File: src/rtl/tmr_match_pkg.sv
package tmr_match_pkg;

   typedef enum logic [1:0] {
      WAVE_NORMAL   = 2'b00,
      WAVE_PC_PWM   = 2'b01,
      WAVE_CTC      = 2'b10,
      WAVE_FAST_PWM = 2'b11
   } wave_mode_e;

   // PWM modes are the ones with the low mode bit set
   function automatic logic mode_is_buffered(input logic [1:0] m);
      return (m == WAVE_PC_PWM) || (m == WAVE_FAST_PWM);
   endfunction

   // Extreme that triggers a buffer copy in a buffered mode
   function automatic logic copy_point(input logic [1:0] m,
                                       input logic       top,
                                       input logic       bottom);
      logic r;
      case (m)
         WAVE_PC_PWM:   r = top;
         WAVE_FAST_PWM: r = bottom;
         default:       r = 1'b0;
      endcase
      return r;
   endfunction

endpackage

File: src/rtl/tmr_match_cmp.sv
module tmr_match_cmp #(
   parameter int CNT_W = 8
) (
   input  logic             rst_n,
   input  logic [CNT_W-1:0] count,
   input  logic [CNT_W-1:0] cmp_value,
   output logic             hit
);
   generate
      if (CNT_W < 2) begin : g_bad_width
         $error("tmr_match_cmp: CNT_W must be at least 2");
      end
   endgenerate

   logic [CNT_W-1:0] diff;

   always_comb begin
      diff = count ^ cmp_value;
      hit  = rst_n && (diff == '0);
   end
endmodule

File: src/rtl/tmr_match_flag.sv
module tmr_match_flag (
   input  logic clk,
   input  logic rst_n,
   input  logic tick_en,
   input  logic hit,
   input  logic clr_sw,
   input  logic clr_ack,
   output logic flag
);
   logic flag_q;
   logic flag_d;

   always_comb begin
      flag_d = flag_q;
      if (tick_en) begin
         if (hit)
            flag_d = 1'b1;
         else if (clr_sw || clr_ack)
            flag_d = 1'b0;
      end
   end

   always_ff @(posedge clk or negedge rst_n) begin
      if (!rst_n) flag_q <= 1'b0;
      else        flag_q <= flag_d;
   end

   assign flag = flag_q;


   flag_hold_chk: assert property (@(posedge clk) disable iff (!rst_n)
      !tick_en |=> $stable(flag_q));


   flag_set_prio_chk: assert property (@(posedge clk) disable iff (!rst_n)
      tick_en && hit |=> flag_q);


   flag_ack_clr_chk: assert property (@(posedge clk) disable iff (!rst_n)
      tick_en && clr_ack && !hit |=> !flag_q);
endmodule

File: src/rtl/tmr_match_regs.sv
module tmr_match_regs
   import tmr_match_pkg::*;
#(
   parameter int CNT_W   = 8,
   parameter bit DBL_BUF = 1'b1
) (
   input  logic             clk,
   input  logic             rst_n,
   input  logic             tick_en,
   input  logic             at_top,
   input  logic             at_bottom,
   input  logic [1:0]       mode,
   input  logic             wr_en,
   input  logic [CNT_W-1:0] wr_data,
   output logic             buffered,
   output logic [CNT_W-1:0] active,
   output logic [CNT_W-1:0] shadow
);
   logic [CNT_W-1:0] active_q;
   logic [CNT_W-1:0] shadow_q;
   logic             load_now;

   generate
      if (DBL_BUF) begin : g_dbl
         always_comb begin
            buffered = mode_is_buffered(mode);
            load_now = buffered && tick_en && copy_point(mode, at_top, at_bottom);
         end
      end else begin : g_direct
         always_comb begin
            buffered = 1'b0;
            load_now = 1'b0;
         end
      end
   endgenerate

   always_ff @(posedge clk or negedge rst_n) begin
      if (!rst_n) begin
         shadow_q <= '0;
      end else if (wr_en) begin
         shadow_q <= wr_data;
      end
   end

   always_ff @(posedge clk or negedge rst_n) begin
      if (!rst_n) begin
         active_q <= '0;
      end else if (!buffered && wr_en) begin
         active_q <= wr_data;
      end else if (load_now) begin
         active_q <= shadow_q;
      end
   end

   assign active = active_q;
   assign shadow = shadow_q;


   direct_write_chk: assert property (@(posedge clk) disable iff (!rst_n)
      !buffered && wr_en |=> active_q == $past(wr_data));


   buffered_hold_chk: assert property (@(posedge clk) disable iff (!rst_n)
      buffered && !(tick_en && (at_top || at_bottom)) |=> $stable(active_q));
endmodule

File: src/rtl/tmr_match_unit.sv
module tmr_match_unit
   import tmr_match_pkg::*;
#(
   parameter int CNT_W   = 8,
   parameter bit DBL_BUF = 1'b1
) (
   input  logic             clk,
   input  logic             rst_n,
   input  logic             tick_en,
   input  logic [CNT_W-1:0] count,
   input  logic             at_top,
   input  logic             at_bottom,
   input  logic [1:0]       mode,
   input  logic             wr_en,
   input  logic [CNT_W-1:0] wr_data,
   output logic [CNT_W-1:0] rd_data,
   input  logic             flag_wr,
   input  logic             flag_wr_data,
   input  logic             int_en,
   input  logic             int_ack,
   output logic             match,
   output logic             flag,
   output logic             irq,
   output logic [CNT_W-1:0] cmp_value
);
   logic             buffered;
   logic [CNT_W-1:0] active;
   logic [CNT_W-1:0] shadow;
   logic             hit;
   logic             clr_sw;

   tmr_match_regs #(.CNT_W(CNT_W), .DBL_BUF(DBL_BUF)) u_regs (
      .clk       (clk),
      .rst_n     (rst_n),
      .tick_en   (tick_en),
      .at_top    (at_top),
      .at_bottom (at_bottom),
      .mode      (mode),
      .wr_en     (wr_en),
      .wr_data   (wr_data),
      .buffered  (buffered),
      .active    (active),
      .shadow    (shadow)
   );

   tmr_match_cmp #(.CNT_W(CNT_W)) u_cmp (
      .rst_n     (rst_n),
      .count     (count),
      .cmp_value (active),
      .hit       (hit)
   );

   assign clr_sw = flag_wr && flag_wr_data;

   tmr_match_flag u_flag (
      .clk     (clk),
      .rst_n   (rst_n),
      .tick_en (tick_en),
      .hit     (hit),
      .clr_sw  (clr_sw),
      .clr_ack (int_ack),
      .flag    (flag)
   );

   always_comb begin
      match     = hit;
      irq       = flag && int_en;
      cmp_value = active;
      rd_data   = buffered ? shadow : active;
   end


   flag_after_match_chk: assert property (@(posedge clk) disable iff (!rst_n)
      $rose(flag) |-> $past(match && tick_en));
endmodule

File: config.mk
export PLATFORM = sky130hd
export DESIGN_NAME = tmr_match_unit
export DESIGN_NICKNAME = d
export VERILOG_FILES = /design/src/rtl/tmr_match_pkg.sv /design/src/rtl/tmr_match_cmp.sv /design/src/rtl/tmr_match_flag.sv /design/src/rtl/tmr_match_regs.sv /design/src/rtl/tmr_match_unit.sv
export SDC_FILE = /design/constraint.sdc
export NUM_CORES = 1
export LEC_CHECK = 0
export BUFFER_PORTS_ARGS = -buffer_cell sky130_fd_sc_hd__buf_2
export CAP_MARGIN = 25
export CORE_ASPECT_RATIO = 0.8
export CORE_MARGIN = 8
export CORE_UTILIZATION = 43
export CTS_BUF_LIST = sky130_fd_sc_hd__clkbuf_8
export CTS_CLUSTER_SIZE = 24
export DETAILED_ROUTE_END_ITERATION = 8
export PLACE_DENSITY = 0.84
export SYNTH_ARGS = -nofsm -noshare
export SYNTH_HDL_FRONTEND = slang
export SYNTH_SLANG_ARGS = --single-unit
File: constraint.sdc
create_clock -name clk -period 1 [get_ports clk]
set_input_delay 0.05 -clock clk [delete_from_list [all_inputs] [get_ports clk]]
set_output_delay 0.05 -clock clk [all_outputs]
set_load 0.05 [all_outputs]
# After elaboration in Yosys (flattened, before gate mapping)
# Cells that the tools add are included.
# word_totals
elab_cells	25
register_bits	17
out_inout_bits	19
# classes
mux	6
eq_ne	2
bitwise_logic	1
reduce_logical	13
# ops
cell	n
$mux W8	3
$logic_not A8 Y1	1
$xor A8 B8 Y8	1
$logic_and A1 B1 Y1	6
$reduce_bool A2 Y1	2
$eq A2 B1 Y1 const B	1
$eq A2 B2 Y1 const B	1
$logic_or A1 B1 Y1	2
$mux W1	2
$pmux W1 S2	1
$reduce_and A2 Y1	1
$logic_not A1 Y1	1

# Logic depth before layout (Yosys ltp)
# depth
ltp_word	6
ltp_mapped	5
ltp_nobuf	3

# By module
# From an unflattened synthesis, not the netlist that was laid out.
# unflattened
hier_cells	82
area_unflattened_um2	973.4
# by_module_without_submodules
module	area_each_um2	instances	cells_each
tmr_match_regs	695.7	1	56
tmr_match_unit	143.9	1	11
tmr_match_cmp	95.1	1	12
tmr_match_flag	38.8	1	3

# Worst setup path before layout
# Ideal clock, no wire load.
# synth_path
kind	flip-flop to output port
from	reg u_regs.active_q[1], in the netlist u_regs.active[1]
to	out match
arrival_ps	2044
slack_ps	-1094
n_path_buf	0
path_stages_with_launch	4
path_cell_list	dfrtp_1 -> xnor2_1 -> nand4_1 -> nor3_1
# synth_via
elab_chain_cells	3
# synth_lines
element	line_no	source
start, declared	tmr_match_regs.sv:19	logic [CNT_W-1:0] active_q;
start signal, assigned	tmr_match_regs.sv:49	active_q <= wr_data;
start signal, assigned	tmr_match_regs.sv:51	active_q <= shadow_q;
$xor A8 B8 Y8	tmr_match_cmp.sv:18	diff = count ^ cmp_value;
$logic_not A8 Y1	tmr_match_cmp.sv:19	hit = rst_n && (diff == '0);
$logic_and A1 B1 Y1	tmr_match_cmp.sv:19	
end, declared	tmr_match_unit.sv:21	output logic match,
# Every way passes these cells.

# Worst setup path in the final report
# layout_path
from	reg u_regs.active_q[3], in the netlist u_regs.active[3]
to	out match
# The elaborated chain is that of the path after synthesis.

==> impl_summary.log <==
INFO  metric run_status = finished with violations
INFO  metric failed_checks = negative setup slack
INFO  metric cts.htree.levels = 1
INFO  metric multiInputGateArea = 683 sq um
INFO  metric viasPerCell = 5.12
INFO  metric maxSlewViolCount = 0
INFO  metric detailedPlacementHpwl = 2070 microns
INFO  metric layout_commonest_cell = sky130_fd_sc_hd__buf_2
INFO  metric final_critical_path_setup_slack = -428 ps
INFO  metric routed_wirelength = 3450 microns
INFO  metric fp.coreArea = 0.00236 sq mm
INFO  metric rsz0062_at_grt = yes
INFO  metric top_level_ports = 47
INFO  metric clock_skew = 0.785 ps
INFO  metric postRouteAntennaNets = 0
INFO  metric timing.critical_path.to_type = primary output
INFO  metric p_total = 3.41 mW
INFO  metric synth_seq_cells = 17
INFO  metric clockRootBuffer = sky130_fd_sc_hd__clkbuf_8
INFO  metric insertedDiodeCount = 0
INFO  metric synth_sequential_area_ratio = 0.410
INFO  metric post-route-min-period = 1430 ps
INFO  metric p_per_area = 1880 mW/mm^2
INFO  metric timing.final.crit_share = 1.43
INFO  metric clock-sinks = 17
INFO  metric worstSetupStartpointType = register
INFO  metric critPathArrivalTime = 1380 ps
INFO  metric clkLatencyLatePin = 260 ps
INFO  metric timing_worst_slew_pin_value = 421 ps
INFO  metric number_of_global_route_vias_before_repair = 1,002
INFO  metric setup-violations-final = 26
INFO  metric post_synth.cell_area_avg = 14.2 sq um
INFO  metric synth.top_cells.by_area = sky130_fd_sc_hd__dfrtp_1 41%, sky130_fd_sc_hd__mux2_4 23%, sky130_fd_sc_hd__mux2_2 17%, sky130_fd_sc_hd__xnor2_1 6.7%, sky130_fd_sc_hd__buf_6 2.2%
INFO  metric die_height = 60.0 microns
INFO  metric initial_antenna_violation_count = 0
INFO  metric vias = 870
INFO  metric detail_route.first_pass.iterations = 4
INFO  metric timing.fmax = 0.700 GHz
INFO  metric standby_leakage_power = 0.915 nW
INFO  metric final_core_utilization = 0.770
INFO  metric tritoncts = yes
INFO  metric gpl_congestion = 0.755
INFO  metric worst-endpoint-required = 950 ps
INFO  metric area.growth.synth_to_final = 75.1%
INFO  metric cts_buffer_depth = 2
INFO  metric remaining_drcs = 0
INFO  metric synthDominantAreaCellType = sky130_fd_sc_hd__dfrtp_1
INFO  metric chipWidth = 70.9 microns
INFO  metric fp.dieArea = 0.00425 sq mm
INFO  metric global_route.overflow_total = 0
INFO  metric io_buffer_count = 46
INFO  metric reg2reg_slack = -320 ps
INFO  metric global_route_wire_length_before_repair = 5090 microns
INFO  metric post-synth-top-area-fraction = 0.410
INFO  metric fraction_of_final_layout_cells_sized_beyond_drive_strength_1 = 0.881
INFO  metric nets = 172
INFO  metric clkSlewWorstSetupHoldPaths = 70 ps
INFO  metric final-seq-area = 437 sq um
INFO  metric track_usage = 0.157
INFO  metric wire_per_inst = 20.3 microns
INFO  metric synthesis.instances = 73
INFO  metric drv_cap = 0
INFO  metric peakVddDrop = 0.00129 V
INFO  metric crit_fanout = 2
INFO  metric layout.cells.most_common_list = 28 x sky130_fd_sc_hd__buf_2, 22 x sky130_fd_sc_hd__mux2_4, 18 x sky130_fd_sc_hd__buf_6, 13 x sky130_fd_sc_hd__buf_8, 10 x sky130_fd_sc_hd__mux2_2
INFO  metric cts_inserted_buffers = 3
INFO  metric detail_route.iter0.violations = 22
INFO  metric synth.distinct_cells = 18
INFO  metric std_cell_rows = 16
INFO  metric worst_slew_margin_rel = 0.718
INFO  metric finalHoldViolations = 0
INFO  metric n_fill_cell = 135
INFO  metric synth_area = 0.00104 sq mm
INFO  metric hp-class = in -> reg
INFO  metric critPathKind = reg -> out
INFO  metric starting_utilization_of_the_core_area = 0.440
INFO  metric postSynthNetCount = 101
INFO  metric grt_max_degree = 18
INFO  metric synth_warnings = 0
INFO  metric fin_hold_ws = 45.4 ps
## Yosys cell counts
library cell               number
sky130_fd_sc_hd__dfrtp_1       17
sky130_fd_sc_hd__mux2_2        16
sky130_fd_sc_hd__mux2_4        16
sky130_fd_sc_hd__xnor2_1        8
sky130_fd_sc_hd__buf_6          2
sky130_fd_sc_hd__nand2_1        2
sky130_fd_sc_hd__a21oi_1        1
sky130_fd_sc_hd__and2_1         1
sky130_fd_sc_hd__buf_4          1
sky130_fd_sc_hd__inv_1          1
sky130_fd_sc_hd__mux2i_1        1
sky130_fd_sc_hd__nand2b_4       1
sky130_fd_sc_hd__nand3_1        1
sky130_fd_sc_hd__nand4_1        1
sky130_fd_sc_hd__nor3_1         1
sky130_fd_sc_hd__o21ai_0        1
sky130_fd_sc_hd__o21ai_4        1
sky130_fd_sc_hd__o41ai_1        1
## what timing repair did
| item | 4_1_cts | 5_1_grt |
|---|---|---|
| resized for setup | 62 | 19 |
| setup buffers | 4 | 9 |
| endpoints found under the setup margin | 27 | 27 |
| pin swaps | 8 | 1 |
| hold buffers | 1 | 0 |
| endpoints found under the hold margin | 17 | 0 |
## worst max-delay path, stage by stage, from the launching register on
cell	delay, ps
sky130_fd_sc_hd__dfrtp_2	430
sky130_fd_sc_hd__xnor2_2	170
sky130_fd_sc_hd__nand3_2	140
sky130_fd_sc_hd__nor3_4	210
sky130_fd_sc_hd__buf_6	180
## cells by family (layout without fill, tap and decap cells)
family / Yosys count / count (layout) / synth area share
multiplexers: 33 / 33 / 0.414
flip-flops: 17 / 17 / 0.410
XOR/XNOR: 8 / 8 / 0.0675
AND/OR/NAND/NOR: 7 / 7 / 0.0422
AO/OA/AOI/OAI: 4 / 4 / 0.0337
buffers and inverters: 4 / 74 / 0.0325
## power breakdown
part           internal, mW  total, mW  switching (mW)
registers             0.808      0.918           0.110
clock network         0.273      0.517           0.244
logic                  1.03       1.98           0.949
## final timing paths
| kind | start | to | cells past startpoint |
|---|---|---|---|
| hold / removal | wr_data[0] | u_regs.shadow[0] | 2 |
| setup / recovery | u_regs.active[3] | match | 4 |
| hold reg to reg | u_regs.shadow[5] | u_regs.shadow[5] | 1 |
| max in group asynchronous | rst_n | u_regs.active[2] | 3 |
| setup reg to reg | u_regs.active[3] | u_flag.flag | 4 |
| min in group asynchronous | rst_n | u_regs.shadow[0] | 3 |
## metrics by stage
| step | area (sq um) | instances | setup WS (ps) | setup TNS, ps |
|---|---|---|---|---|
| 3_3_place_gp | 1380 | 154 | -232 | -1720 |
| 5_1_grt | 1820 | 170 | -472 | -5240 |
| 3_5_place_dp | 1380 | 154 | -311 | -1930 |
| 6_report | 1820 | 170 | -428 | -4570 |
| 2_1_floorplan | 1070 | 73 | -403 | -1480 |
| 4_1_cts | 1700 | 163 | -401 | -3570 |
## metal layers
layer | track usage | routed length [microns]
met5 | 0 | 0
met4 | 0.0619 | 67
met1 | 0.176 | 1460
met2 | 0.271 | 1700
met3 | 0.0519 | 221
## layout make-up
cell class,count,area share
Multi-Input combinational cell,52,0.376
Inverter,1,0.00206
Clock inverter,1,0.00206
Timing Repair Buffer,69,0.339
Clock buffer,3,0.0227
Sequential cell,17,0.240
Tap cell,27,0.0186
## flip-flops by register name (all words and copies together) (netlist names)
name / flops
u_regs.shadow: 8
u_regs.active: 8
u_flag.flag: 1
Power figures use the tool's default switching activity.
